**config.mk**
```make
export PLATFORM = sky130hd
export DESIGN_NAME = dual_tmr_ctr
export DESIGN_NICKNAME = d
export VERILOG_FILES = /design/src/rtl/tmr_pkg.sv /design/src/rtl/tmr_mc_div.sv /design/src/rtl/tmr_pin_edge.sv /design/src/rtl/tmr_count_step.sv /design/src/rtl/dual_tmr_ctr.sv
export SDC_FILE = /design/constraint.sdc
export NUM_CORES = 1
export LEC_CHECK = 0
export ABC_AREA = 1
export BUFFER_PORTS_ARGS = -buffer_cell sky130_fd_sc_hd__buf_2
export CAP_MARGIN = 15
export CORE_ASPECT_RATIO = 1.25
export CORE_MARGIN = 10
export CORE_UTILIZATION = 55
export CTS_CLUSTER_SIZE = 25
export DETAILED_ROUTE_END_ITERATION = 10
export GPL_TIMING_DRIVEN = 0
export HOLD_SLACK_MARGIN = 0.08
export PLACE_DENSITY = 0.8
export SLEW_MARGIN = 30
export SYNTH_ARGS = -nofsm -noshare
export SYNTH_HDL_FRONTEND = slang
export SYNTH_SLANG_ARGS = --single-unit
```
**constraint.sdc**
```tcl
create_clock -name clk -period 1.63 [get_ports clk]
set_input_delay 0.4075 -clock clk [delete_from_list [all_inputs] [get_ports clk]]
set_output_delay 0.4075 -clock clk [all_outputs]
set_load 0.02 [all_outputs]
```
**src/rtl/tmr_pkg.sv**
```systemverilog
package tmr_pkg;

    typedef enum logic [1:0] {
        TM_13    = 2'd0,
        TM_16    = 2'd1,
        TM_AR8   = 2'd2,
        TM_SPLIT = 2'd3
    } tmr_mode_e;

    localparam int REG_AW = 3;
    localparam int REG_DW = 8;

    localparam logic [REG_AW-1:0] A_MODE = 3'd0;
    localparam logic [REG_AW-1:0] A_CTRL = 3'd1;
    localparam logic [REG_AW-1:0] A_LO0  = 3'd2;
    localparam logic [REG_AW-1:0] A_HI0  = 3'd3;
    localparam logic [REG_AW-1:0] A_LO1  = 3'd4;
    localparam logic [REG_AW-1:0] A_HI1  = 3'd5;

endpackage

```
**src/rtl/tmr_mc_div.sv**
```systemverilog
module tmr_mc_div #(
    parameter int CYC_DIV = 12
) (
    input  logic clk,
    input  logic rst_n,
    output logic mc_tick
);
    localparam int CW = (CYC_DIV > 1) ? $clog2(CYC_DIV) : 1;
    localparam logic [CW-1:0] LAST = CW'(CYC_DIV - 1);

    logic [CW-1:0] cnt_q;

    always_ff @(posedge clk or negedge rst_n) begin
        if (!rst_n)
            cnt_q <= '0;
        else if (cnt_q == LAST)
            cnt_q <= '0;
        else
            cnt_q <= cnt_q + 1'b1;
    end

    assign mc_tick = (cnt_q == LAST);

endmodule

```
**src/rtl/tmr_pin_edge.sv**
```systemverilog
module tmr_pin_edge #(
    parameter int W     = 2,
    parameter int SYNCS = 2
) (
    input  logic         clk,
    input  logic         rst_n,
    input  logic         mc_tick,
    input  logic [W-1:0] cnt_pin,
    input  logic [W-1:0] gate_pin,
    output logic [W-1:0] cnt_fall,
    output logic [W-1:0] gate_lvl
);
    for (genvar i = 0; i < W; i++) begin : g_pin
        logic [SYNCS-1:0] cs_q, gs_q;
        logic             samp_q;

        always_ff @(posedge clk or negedge rst_n) begin
            if (!rst_n) begin
                cs_q   <= '0;
                gs_q   <= '0;
                samp_q <= 1'b0;
            end else begin
                cs_q <= {cs_q[SYNCS-2:0], cnt_pin[i]};
                gs_q <= {gs_q[SYNCS-2:0], gate_pin[i]};
                if (mc_tick)
                    samp_q <= cs_q[SYNCS-1];
            end
        end

        assign cnt_fall[i] = mc_tick & samp_q & ~cs_q[SYNCS-1];
        assign gate_lvl[i] = gs_q[SYNCS-1];
    end

endmodule

```
**src/rtl/tmr_count_step.sv**
```systemverilog
module tmr_count_step
    import tmr_pkg::*;
(
    input  tmr_mode_e   mode,
    input  logic        inc_lo,
    input  logic        inc_hi,
    input  logic [7:0]  lo,
    input  logic [7:0]  hi,
    output logic [7:0]  lo_nx,
    output logic [7:0]  hi_nx,
    output logic        wrap_lo,
    output logic        wrap_hi
);
    logic [12:0] c13;
    logic [15:0] c16;

    assign c13 = {hi, lo[4:0]} + 13'd1;
    assign c16 = {hi, lo} + 16'd1;

    always_comb begin
        lo_nx   = lo;
        hi_nx   = hi;
        wrap_lo = 1'b0;
        wrap_hi = 1'b0;
        unique case (mode)
            TM_13: if (inc_lo) begin
                lo_nx   = {lo[7:5], c13[4:0]};
                hi_nx   = c13[12:5];
                wrap_lo = (hi == 8'hFF) && (lo[4:0] == 5'h1F);
            end
            TM_16: if (inc_lo) begin
                lo_nx   = c16[7:0];
                hi_nx   = c16[15:8];
                wrap_lo = ({hi, lo} == 16'hFFFF);
            end
            TM_AR8: if (inc_lo) begin
                if (lo == 8'hFF) begin
                    lo_nx   = hi;
                    wrap_lo = 1'b1;
                end else begin
                    lo_nx = lo + 8'd1;
                end
            end
            TM_SPLIT: begin
                if (inc_lo) begin
                    lo_nx   = lo + 8'd1;
                    wrap_lo = (lo == 8'hFF);
                end
                if (inc_hi) begin
                    hi_nx   = hi + 8'd1;
                    wrap_hi = (hi == 8'hFF);
                end
            end
        endcase
    end

endmodule

```
**src/rtl/dual_tmr_ctr.sv**
```systemverilog
module dual_tmr_ctr
    import tmr_pkg::*;
#(
    parameter int CYC_DIV = 12,
    parameter int SYNCS   = 2
) (
    input  logic        clk,
    input  logic        rst_n,
    input  logic        wr_en,
    input  logic [2:0]  wr_addr,
    input  logic [7:0]  wr_data,
    input  logic [2:0]  rd_addr,
    output logic [7:0]  rd_data,
    input  logic [1:0]  cnt_pin,
    input  logic [1:0]  gate_pin,
    input  logic [1:0]  ack,
    output logic [1:0]  ovf_flag
);
    localparam int NT = 2;

    logic          mc_tick;
    logic [NT-1:0] cnt_fall, gate_lvl;

    logic [7:0]    mode_q;
    logic [NT-1:0] run_q;
    logic          flag_q [NT];
    logic [7:0]    lo_q   [NT];
    logic [7:0]    hi_q   [NT];

    logic [7:0]    lo_nx  [NT];
    logic [7:0]    hi_nx  [NT];
    logic [NT-1:0] wrap_lo, wrap_hi, ovf_evt, en_lo, inc_hi, wr_lo, wr_hi;
    tmr_mode_e     mode_t [NT];
    logic          ctrl_wr;

    assign ctrl_wr = wr_en && (wr_addr == A_CTRL);

    tmr_mc_div #(.CYC_DIV(CYC_DIV)) u_div (
        .clk(clk), .rst_n(rst_n), .mc_tick(mc_tick)
    );

    tmr_pin_edge #(.W(NT), .SYNCS(SYNCS)) u_pin (
        .clk(clk), .rst_n(rst_n), .mc_tick(mc_tick),
        .cnt_pin(cnt_pin), .gate_pin(gate_pin),
        .cnt_fall(cnt_fall), .gate_lvl(gate_lvl)
    );

    always_ff @(posedge clk or negedge rst_n) begin
        if (!rst_n) begin
            mode_q <= '0;
            run_q  <= '0;
        end else begin
            if (wr_en && (wr_addr == A_MODE)) mode_q <= wr_data;
            if (ctrl_wr)                       run_q  <= wr_data[1:0];
        end
    end

    assign ovf_evt[0] = wrap_lo[0];
    assign ovf_evt[1] = wrap_lo[1] | wrap_hi[0];

    for (genvar i = 0; i < NT; i++) begin : g_tmr
        localparam int MB = 4 * i;
        localparam logic [2:0] LO_A = 3'(2 + 2 * i);
        localparam logic [2:0] HI_A = 3'(3 + 2 * i);

        logic gate_b, ct_b, src_ev, split_halt;

        assign mode_t[i]  = tmr_mode_e'(mode_q[MB+1:MB]);
        assign gate_b     = mode_q[MB+3];
        assign ct_b       = mode_q[MB+2];
        assign src_ev     = ct_b ? cnt_fall[i] : mc_tick;
        assign split_halt = (i == 1) && (mode_t[i] == TM_SPLIT);
        assign en_lo[i]   = run_q[i] && (!gate_b || gate_lvl[i]) && src_ev && !split_halt;
        assign wr_lo[i]   = wr_en && (wr_addr == LO_A);
        assign wr_hi[i]   = wr_en && (wr_addr == HI_A);

        if (i == 0) begin : g_hi_split
            assign inc_hi[i] = (mode_t[i] == TM_SPLIT) && run_q[1] && mc_tick;
        end else begin : g_hi_none
            assign inc_hi[i] = 1'b0;
        end

        tmr_count_step u_step (
            .mode(mode_t[i]), .inc_lo(en_lo[i]), .inc_hi(inc_hi[i]),
            .lo(lo_q[i]), .hi(hi_q[i]),
            .lo_nx(lo_nx[i]), .hi_nx(hi_nx[i]),
            .wrap_lo(wrap_lo[i]), .wrap_hi(wrap_hi[i])
        );

        always_ff @(posedge clk or negedge rst_n) begin
            if (!rst_n) begin
                lo_q[i]   <= '0;
                hi_q[i]   <= '0;
                flag_q[i] <= 1'b0;
            end else begin
                lo_q[i] <= wr_lo[i] ? wr_data : lo_nx[i];
                hi_q[i] <= wr_hi[i] ? wr_data : hi_nx[i];
                if (ovf_evt[i])
                    flag_q[i] <= 1'b1;
                else if (ack[i] || (ctrl_wr && !wr_data[2+i]))
                    flag_q[i] <= 1'b0;
            end
        end

        assign ovf_flag[i] = flag_q[i];

        // an overflow event always leaves the flag set
        a_r11_flag_set: assert property (@(posedge clk) disable iff (!rst_n)
            ovf_evt[i] |=> flag_q[i]);

        // an acknowledge with no competing overflow clears the flag
        a_r11_ack_clear: assert property (@(posedge clk) disable iff (!rst_n)
            (ack[i] && !ovf_evt[i]) |=> !flag_q[i]);

        // stopped timer keeps its low byte unless software writes it
        a_r4_hold_stopped: assert property (@(posedge clk) disable iff (!rst_n)
            (!run_q[i] && !wr_lo[i]) |=> $stable(lo_q[i]));

        // sixteen-bit increment
        a_r7_wide_incr: assert property (@(posedge clk) disable iff (!rst_n)
            (mode_t[i] == TM_16 && en_lo[i] && !wr_lo[i] && !wr_hi[i])
            |=> ({hi_q[i], lo_q[i]} == $past({hi_q[i], lo_q[i]}) + 16'd1));

        // reload takes the high byte
        a_r8_reload: assert property (@(posedge clk) disable iff (!rst_n)
            (mode_t[i] == TM_AR8 && en_lo[i] && lo_q[i] == 8'hFF && !wr_lo[i])
            |=> (lo_q[i] == $past(hi_q[i])));
    end

    // timer 1 in split mode holds both bytes
    a_r10_t1_split_hold: assert property (@(posedge clk) disable iff (!rst_n)
        (mode_t[1] == TM_SPLIT && !wr_lo[1] && !wr_hi[1])
        |=> ($stable(lo_q[1]) && $stable(hi_q[1])));

    always_comb begin
        case (rd_addr)
            A_MODE:  rd_data = mode_q;
            A_CTRL:  rd_data = {4'b0, flag_q[1], flag_q[0], run_q};
            A_LO0:   rd_data = lo_q[0];
            A_HI0:   rd_data = hi_q[0];
            A_LO1:   rd_data = lo_q[1];
            A_HI1:   rd_data = hi_q[1];
            default: rd_data = 8'h00;
        endcase
    end

endmodule

```
# --- After elaboration in Yosys (flattened, before gate mapping) ---
# Cells that the tools add are included.
classes:
  add_sub_neg: 8
  eq_ne: 40
  n_mux: 45
  bitwise_logic: 7
  reduce_logical: 40
ops:
  columns: ["cell", "n"]
  rows:
  - ["$mux W8", 17]
  - ["$pmux W8 S4", 2]
  - ["$pmux W8 S6", 1]
  - ["$ne A3 B3 Y1 const B", 13]
  - ["$add A16 B1 Y16 const B", 2]
  - ["$eq A16 B16 Y1 const B", 2]
  - ["$eq A8 B8 Y1 const B", 4]
  - ["$add A13 B1 Y13 const B", 2]
  - ["$add A8 B1 Y8 const B", 3]
  - ["$pmux W8 S3", 1]
  - ["$reduce_and A4 Y1", 5]
  - ["$mux W1", 18]
  - ["$logic_and A1 B1 Y1", 17]
  - ["$pmux W8 S2", 1]
  - ["$eq A3 B2 Y1 const B", 4]
  - ["$eq A3 B3 Y1 const B", 4]
  - ["$eq A5 B5 Y1 const B", 2]
  - ["$mux W5", 2]
  - ["$eq A2 B2 Y1 const B", 4]
  - ["$pmux W1 S4", 2]
  - ["$eq A3 B1 Y1 const B", 2]
  - ["$logic_not A3 Y1", 2]
  - ["$logic_not A1 Y1", 5]
  - ["$add A4 B1 Y4 const B", 1]
  - ["other kinds (13)", 24]
totals:
  ff_bits: 58
  inputBits: 23
  out_inout_bits: 10
  elab_cells: 157

# --- Depth between registers and ports, before layout ---
# Gate-level depths: netlist of the first run.
depth:
  word_depth: 10
  ltp_mapped: 11
  ltp_nobuf: 11

# --- Modules after synthesis ---
# A second synthesis of the first run with hierarchy kept.
unflattened:
  cells_unflattened: 781
  area_unflattened_um2: 4987.3
modules_own_cells:
  columns: ["module", "instances", "cells_each", "area_per_inst_um2", "seq_area_each_um2"]
  rows:
  - ["tmr_count_step", 2, 226, 1154.9, 0.0]
  - ["dual_tmr_ctr", 1, 284, 2188.3, 1101.1]
  - ["tmr_pin_edge", 1, 23, 306.5, 250.2]
  - ["tmr_mc_div", 1, 22, 182.7, 100.1]

# --- Worst setup path before layout of the first run ---
# No wires, ideal clock.
synth_path:
  kind: "input port to output port"
  from: "in rd_addr[2]"
  to: "out rd_data[3]"
  arrival_ps: 1438
  t_required_ps: 1222
  slack_ps: -215
  path_stages: 4
  n_path_buf: 1
  cell_sequence: "buf_2 > nor3_1 > inv_1 > o2111ai_1"
synth_between:
  elab_chain_cells: 2
  elab_cells_between_ends: 7
  cone_classes: "eq/ne: 5; mux: 1; reduce/logical: 1"
synth_lines:
  columns: ["element", "line", "source"]
  rows:
  - ["start: declaration", "dual_tmr_ctr.sv:12", "input logic [2:0] rd_addr,"]
  - ["$eq A3 B3 Y1 (tied with other cells)", "dual_tmr_ctr.sv:136", "case (rd_addr)"]
  - ["$pmux W8 S6 (*)", "dual_tmr_ctr.sv:136", null]
  - ["end: declaration", "dual_tmr_ctr.sv:13", "output logic [7:0] rd_data,"]
# Every way passes the cells marked *; elsewhere a longest branch is shown, timed or not.

# --- Worst setup path in the final report of the first run ---
layout_path:
  from: "reg hi_q[3] (netlist bit)"
  to: "out rd_data[3]"
layout_between:
  elab_chain_cells: 1
layout_lines:
  columns: ["element", "line", "source"]
  rows:
  - ["start: declaration", "dual_tmr_ctr.sv:28", "logic [7:0] hi_q [NT];"]
  - ["start signal: indexed assignment", "dual_tmr_ctr.sv:97", "hi_q[i] <= wr_hi[i] ? wr_data : hi_nx[i];"]
  - ["$pmux W8 S6", "dual_tmr_ctr.sv:136", null]
# Every way passes these cells.

==> results of run 1 <==
what timing repair did:
item,4_1_cts,5_1_grt
pin swaps,17,29
setup buffers,41,19
cloned,0,1
endpoints found under the hold margin,0,0
endpoints found under the setup margin,40,42
resized for setup,118,91
worst max-delay path: stages, from the launching register on:
cell and delay (ns):
dfrtp_1 0.40, inv_2 0.10, o22ai_2 0.10, a21oi_2 0.15
o2111ai_2 0.16, buf_6 0.17
worst paths after layout:
check	from	end	slack [ns]	depth (start not counted)
min	rst_n	lo_q[15]$_DFFE_PN0P_	0.12	1
max in group asynchronous	rst_n	hi_q[11]$_DFFE_PN0P_	0.92	1
max reg2reg	u_div.cnt_q[0]$_DFF_PN0_	lo_q[8]$_DFFE_PN0P_	-0.11	10
min in group clk	cnt_pin[0]	u_pin.g_pin[0].cs_q[0]$_DFF_PN0_	0.15	1
max	hi_q[3]$_DFFE_PN0P_	rd_data[3]	-0.20	5
min reg2reg	u_pin.g_pin[0].gs_q[0]$_DFF_PN0_	u_pin.g_pin[0].gs_q[1]$_DFF_PN0_	0.35	0
cell usage after synthesis (2+ instances only):
master / count / area, µm²
a21oi_1: 22 / 110
nor3_1: 7 / 35.0
buf_2: 5 / 25.0
dfrtp_1: 58 / 1450
nand3_2: 5 / 50.1
nor2_4: 3 / 33.8
nand3_1: 77 / 385
o21ai_0: 41 / 205
inv_2: 4 / 15.0
nor2_2: 8 / 50.1
o221ai_1: 4 / 35.0
nand4_1: 12 / 75.1
nand2_1: 203 / 762
inv_1: 87 / 327
ha_1: 5 / 62.6
nor2_8: 2 / 40.0
or2_2: 2 / 12.5
nor2_1: 51 / 191
a211oi_1: 2 / 15.0
o211ai_1: 7 / 52.6
xor2_1: 7 / 61.3
nand2_2: 4 / 25.0
nand3b_1: 3 / 22.5
clkbuf_1: 3 / 11.3
o21ai_1: 6 / 30.0
o22ai_1: 12 / 75.1
layout make-up:
type,instances,area (µm²)
clock inverters,4,73.8
well taps,92,115
flip-flops and latches,58,1470
clock buffers,12,155
multi-input cells,492,2960
inverters,91,377
repair buffers,91,712
fillers,500,1520
plain buffers,8,68.8
registers in the layout (all words and copies together) (netlist names):
signal / flops
u_pin.g_pin.gs_q: 4
u_div.cnt_q: 4
hi_q: 16
mode_q: 8
ovf_flag: 2
run_q: 2
lo_q: 16
u_pin.g_pin.cs_q: 4
u_pin.g_pin.samp_q: 2
power groups by stage:
stage	Sequential [µW]	Combinational (µW)	Clock (µW)
floorplan	2110	1530	0
global placement	2250	2070	0
detailed placement	2260	2110	0
CTS	2200	2840	1600
global route	2280	3680	1660
finish	2260	3400	1610
cell families after synthesis:
family | count (synthesis) | share of synthesized area
buffers and inverters | 100 | 0.0901
DFF | 58 | 0.342
AOI/OAI and AO/OA | 97 | 0.128
adders and majority gates | 5 | 0.0147
and+or+nand+nor | 381 | 0.408
muxes | 1 | 0.00265
xor gates and xnor gates | 7 | 0.0144
per-stage QoR:
stage,util,total power [µW]
after floorplan,-,3640
after global placement,0.610,4320
after detailed placement,0.610,4370
after CTS,0.727,6630
after global routing,0.796,7610
final,0.796,7260
routing by layer:
metal / up-vias / track usage / routed length (µm) / share of wire
met2: 359 / 0.466 / 8320 / 0.48
li1: 2334 / - / - / -
met3: 122 / 0.0583 / 1730 / 0.10
met4: 0 / 0.193 / 1250 / 0.073
met5: - / 0 / 0 / 0
met1: 2490 / 0.296 / 5900 / 0.34
==> run metrics, run 1 <==
CTS buffer count 9; Worst Tran Pin Value 0.788 ns; layout cell share with drive strength beyond 1 0.356; logic gate share of total power 0.468; Seq pwr share 0.311; Detailed Place HPWL 11100 µm; Peak supply drop 0.000929 V; std cell rows 35; first-pass iteration count of the detailed router 8; Post-Syn Area 4250 µm²; fin cells 848; clk_lat worst skew 0.36 ns; number of global-route vias before repair 5078; synth unique cells 35; critical path class register to output port; initial cell density of the core 0.571; Fmax achieved 546 MHz; worst setup margin -0.203 ns; Routed WL 17200 µm; Top Ports 33; PortBufs 31; clk slew on worst S/H paths 0.07 ns; switching power 3170 µW; clk sinks 58; grt ovf 0; pin count of the biggest net entering global routing 59; Die Wd 98.6 µm; sequential share of the synthesized area 0.342; die area 11700 µm²; CTS hold repair buffers 0; EDFF count, synth 0; switching share of total power 0.437; CTS tree yes; clk root buf clkbuf_8; Final Max Tran Viols 0; Nets 779; initial antenna violation count 0; commonest non-fill, non-tap cells in the layout nand2_1 (184), nand3_1 (70), buf_4 (58); asr flop ratio synth 1.00; clock skew 0.0143 ns; maximum root-to-sink buffer count 2; hold_ws 0.120 ns; CP required 1.22 ns; Hold Path Class input pin to async pin; Final Cycle Share 1.12; commonest non-fill, non-tap cell in the layout nand2_1; placer congestion estimate 0.992; failing checks setup timing; first-pass GRT wire length 26200 µm; Cells after Synth 649; Ys Warns 0; final setup vio count 39; CP startpoint kind register; PD cells 1230 nW/µm²; Clk pwr share 0.221; Worst setup EP type output port; die height 118 µm; core area 7440 µm²; final hold viol count 0; via/cell ratio 6.26; total track usage 0.275; Arr. time, crit path 1.43 ns; relative slew slack 0.475; post-route ant nets 0; Detailed Route Iter0 Violations 535; dpl ws -0.428 ns; Avg Inst Size Synth 6.55 µm²; setup TNS -2.89 ns; status finished, violations left; post-route design area 5930 µm²; Area Growth Syn to Fin 39.5%; leakage power 0.00290 µW; Int Pwr 4090 µW; H-tree Lvls 3; Max Fanout on Critical Path 2; vias 5305; Area after DPL 4540 µm²; RSZ-0062 raised after global routing yes; max cap viols 0; Antenna diodes 0; # DRC 0; wire length per cell 20.3 µm; ys flop type dfrtp_1; FF+latch count, synth 58; Inst Count DP 772; Mapped Nets 677; post-route minimum period 1.83 ns
No activity file was read; power rests on OpenSTA's default activity.
==> inputs of run 2 (changes only) <==
ABC_AREA = default   (was 1)
SLEW_MARGIN = 15   (was 30)
==> run metrics, run 2 <==
die height 115 µm (was 118 µm); Cells after Synth 455 (was 649); post-route ant nets 0 (unchanged); critical path class register to output port (unchanged); Detailed Place HPWL 9020 µm (was 11100 µm); Worst Tran Pin Value 0.861 ns (was 0.788 ns); Ys Warns 0 (unchanged); Post-synth top cells nand2_1 (61), dfrtp_1 (58), nor2_1 (40), o21ai_0 (28), a31oi_1 (19) (was nand2_1 (203), inv_1 (87), nand3_1 (77), dfrtp_1 (58), nor2_1 (51)); leakage power 0.00221 µW (was 0.00290 µW); final hold viol count 0 (unchanged); Fmax achieved 502 MHz (was 546 MHz); die area 11000 µm² (was 11700 µm²); clk sinks 58 (unchanged); synth unique cells 68 (was 35); ys flop type dfrtp_1 (unchanged); Post-Syn Area 3950 µm² (was 4250 µm²); maximum root-to-sink buffer count 2 (unchanged); count leader, synth nand2_1 (unchanged); Hold Path Class input pin to async pin (unchanged); fillers 436 (was 500); commonest non-fill, non-tap cells in the layout nand2_1 (59), buf_4 (58), nor2_1 (36) (was nand2_1 (184), nand3_1 (70), buf_4 (58)); EDFF count, synth 0 (unchanged); CP startpoint kind register (unchanged); synth top area cells dfrtp_1 (37%), nand2_1 (5.8%), nor2_1 (3.8%), mux2i_1 (3.5%), o21ai_0 (3.5%) (was dfrtp_1 (34%), nand2_1 (18%), nand3_1 (9.1%), inv_1 (7.7%), o21ai_0 (4.8%)); CTS buffer count 9 (unchanged); Detailed Route Iter0 Violations 437 (was 535); max cap viols 0 (unchanged); PD cells 1120 nW/µm² (was 1230 nW/µm²); initial cell density of the core 0.567 (was 0.571); core area 6980 µm² (was 7440 µm²); Routed WL 15100 µm (was 17200 µm); post-route minimum period 1.99 ns (was 1.83 ns); final setup vio count 41 (was 39); CTS hold repair buffers 0 (unchanged); Peak supply drop 0.000777 V (was 0.000929 V); FF+latch count, synth 58 (unchanged); dpl ws -0.504 ns (was -0.428 ns); commonest non-fill, non-tap cell in the layout nand2_1 (unchanged); top flop regs hi_q x16, lo_q x16, mode_q x8 (unchanged); initial antenna violation count 0 (unchanged); Inst Count DP 575 (was 772); post-layout util 0.801 (was 0.796); relative slew slack 0.423 (was 0.475); failing checks setup timing (unchanged); clk slew on worst S/H paths 0.08 ns (was 0.07 ns); pin count of the biggest net entering global routing 59 (unchanged); grt ovf 0 (unchanged); Worst setup EP type output port (unchanged); via/cell ratio 6.81 (was 6.26); Top Ports 33 (unchanged); total track usage 0.269 (was 0.275); Final Cycle Share 1.22 (was 1.12); H-tree Lvls 3 (unchanged); std cell rows 34 (was 35); Yosys top cell by area dfrtp_1 (unchanged); first-pass GRT wire length 23000 µm (was 26200 µm); PortBufs 30 (was 31); number of global-route vias before repair 4381 (was 5078); worst setup margin -0.361 ns (was -0.203 ns); sequential share of the synthesized area 0.367 (was 0.342); clk root buf clkbuf_8 (unchanged); # DRC 0 (unchanged); clock skew 0.0146 ns (was 0.0143 ns); Mapped Nets 483 (was 677); status finished, violations left (unchanged); Nets 582 (was 779); RSZ-0062 raised after global routing yes (unchanged); hold_ws 0.132 ns (was 0.120 ns); placer congestion estimate 0.974 (was 0.992); Die Wd 95.8 µm (was 98.6 µm); clk_lat worst skew 0.35 ns (was 0.36 ns); Area Growth Syn to Fin 41.3% (was 39.5%); CP required 1.22 ns (about the same); asr flop ratio synth 1.00 (unchanged); Final Max Tran Viols 0 (unchanged); CTS tree yes (unchanged); layout cell share with drive strength beyond 1 0.435 (was 0.356); Avg Inst Size Synth 8.69 µm² (was 6.55 µm²); wire length per cell 23.3 µm (was 20.3 µm); Arr. time, crit path 1.58 ns (was 1.43 ns); fin cells 648 (was 848); Max Fanout on Critical Path 2 (unchanged); Antenna diodes 0 (unchanged); area share of the largest cell type after synthesis 0.367 (was 0.342); first-pass iteration count of the detailed router 7 (was 8); vias 4415 (was 5305)
run 2: cell count changes after synthesis, sizes merged, moves of 13 or more:
cell and delta:
o21ai -19, nand2 -146, nand3 -67, mux2i +14
clkbuf +13, nor2 -24, inv -79, a31oi +18
run 2: logic make-up (layout without fill, tap and decap cells):
family	Yosys count	in the layout	share of synthesized area
AOI/OAI and AO/OA	124	125	0.230
xor gates and xnor gates	15	15	0.0332
adders and majority gates	5	5	0.0158
buffers and inverters	34	136	0.0335
DFF	58	58	0.367
muxes	25	25	0.0668
and+or+nand+nor	194	194	0.253
run 2: area by class of cell:
| cell class | count | area, µm² | area share |
|---|---|---|---|
| Multi-Input combinational cell | 364 | 2890 | 0.517 |
| Inverter | 12 | 45.0 | 0.00806 |
| Timing Repair Buffer | 93 | 729 | 0.131 |
| Buffer | 16 | 146 | 0.0262 |
| Clock inverter | 6 | 58.8 | 0.0105 |
| Tap cell | 90 | 113 | 0.0202 |
| Sequential cell | 58 | 1480 | 0.265 |
| Clock buffer | 9 | 124 | 0.0222 |
run 2: critical path: stages, from the launching register on:
cell	delay, ns
dfrtp_1	0.42
buf_6	0.14
mux2i_2	0.18
nor2_1	0.06
a31oi_1	0.18
o221ai_2	0.11
buf_4	0.17
run 2: timing repair:
| item | CTS | global route |
|---|---|---|
| pin swaps | 27 | 39 |
| gates cloned | 2 | 0 |
| resized for setup | 96 | 56 |
| endpoints found under the setup margin | 42 | 46 |
| buffers inserted | 52 | 14 |
run 2: worst paths after layout:
kind	end	startpoint	slack [ns]	depth (start not counted)
setup reg to reg	hi_q[1]$_DFFE_PN0P_	u_div.cnt_q[0]$_DFF_PN0_	-0.31	7
hold reg to reg	u_pin.g_pin[1].gs_q[1]$_DFF_PN0_	u_pin.g_pin[1].gs_q[0]$_DFF_PN0_	0.35	0
max in group asynchronous	mode_q[6]$_DFFE_PN0P_	rst_n	0.92	1
setup / recovery	rd_data[1]	mode_q[1]$_DFFE_PN0P_	-0.36	6
hold / removal	lo_q[11]$_DFFE_PN0P_	rst_n	0.13	1
min in group clk	u_pin.g_pin[0].cs_q[0]$_DFF_PN0_	cnt_pin[0]	0.16	1
run 2: layer usage:
layer	vias to the layer above	GRT usage	wire length [µm]
li1	1915	-	-
met2	280	0.443	7340
met5	-	0	0
met3	94	0.0574	1200
met4	0	0.181	1100
met1	2126	0.303	5450
run 2: power breakdown:
part | switching, µW | leakage, µW | internal [µW]
Clock | 620 | 0.0000986 | 688
Combinational | 1390 | 0.00145 | 1270
Sequential | 510 | 0.000665 | 1760
Total | 2520 | 0.00221 | 3720
run 2: per-stage QoR:
| stage | total power [µW] | setup TNS, ns | cell area [µm²] |
|---|---|---|---|
| floorplan | 3350 | -1.14 | 4130 |
| global placement | 3870 | -11.94 | 4390 |
| detailed placement | 3930 | -12.98 | 4390 |
| CTS | 5770 | -7.53 | 5310 |
| global route | 6490 | -9.99 | 5590 |
| finish | 6240 | -7.12 | 5590 |
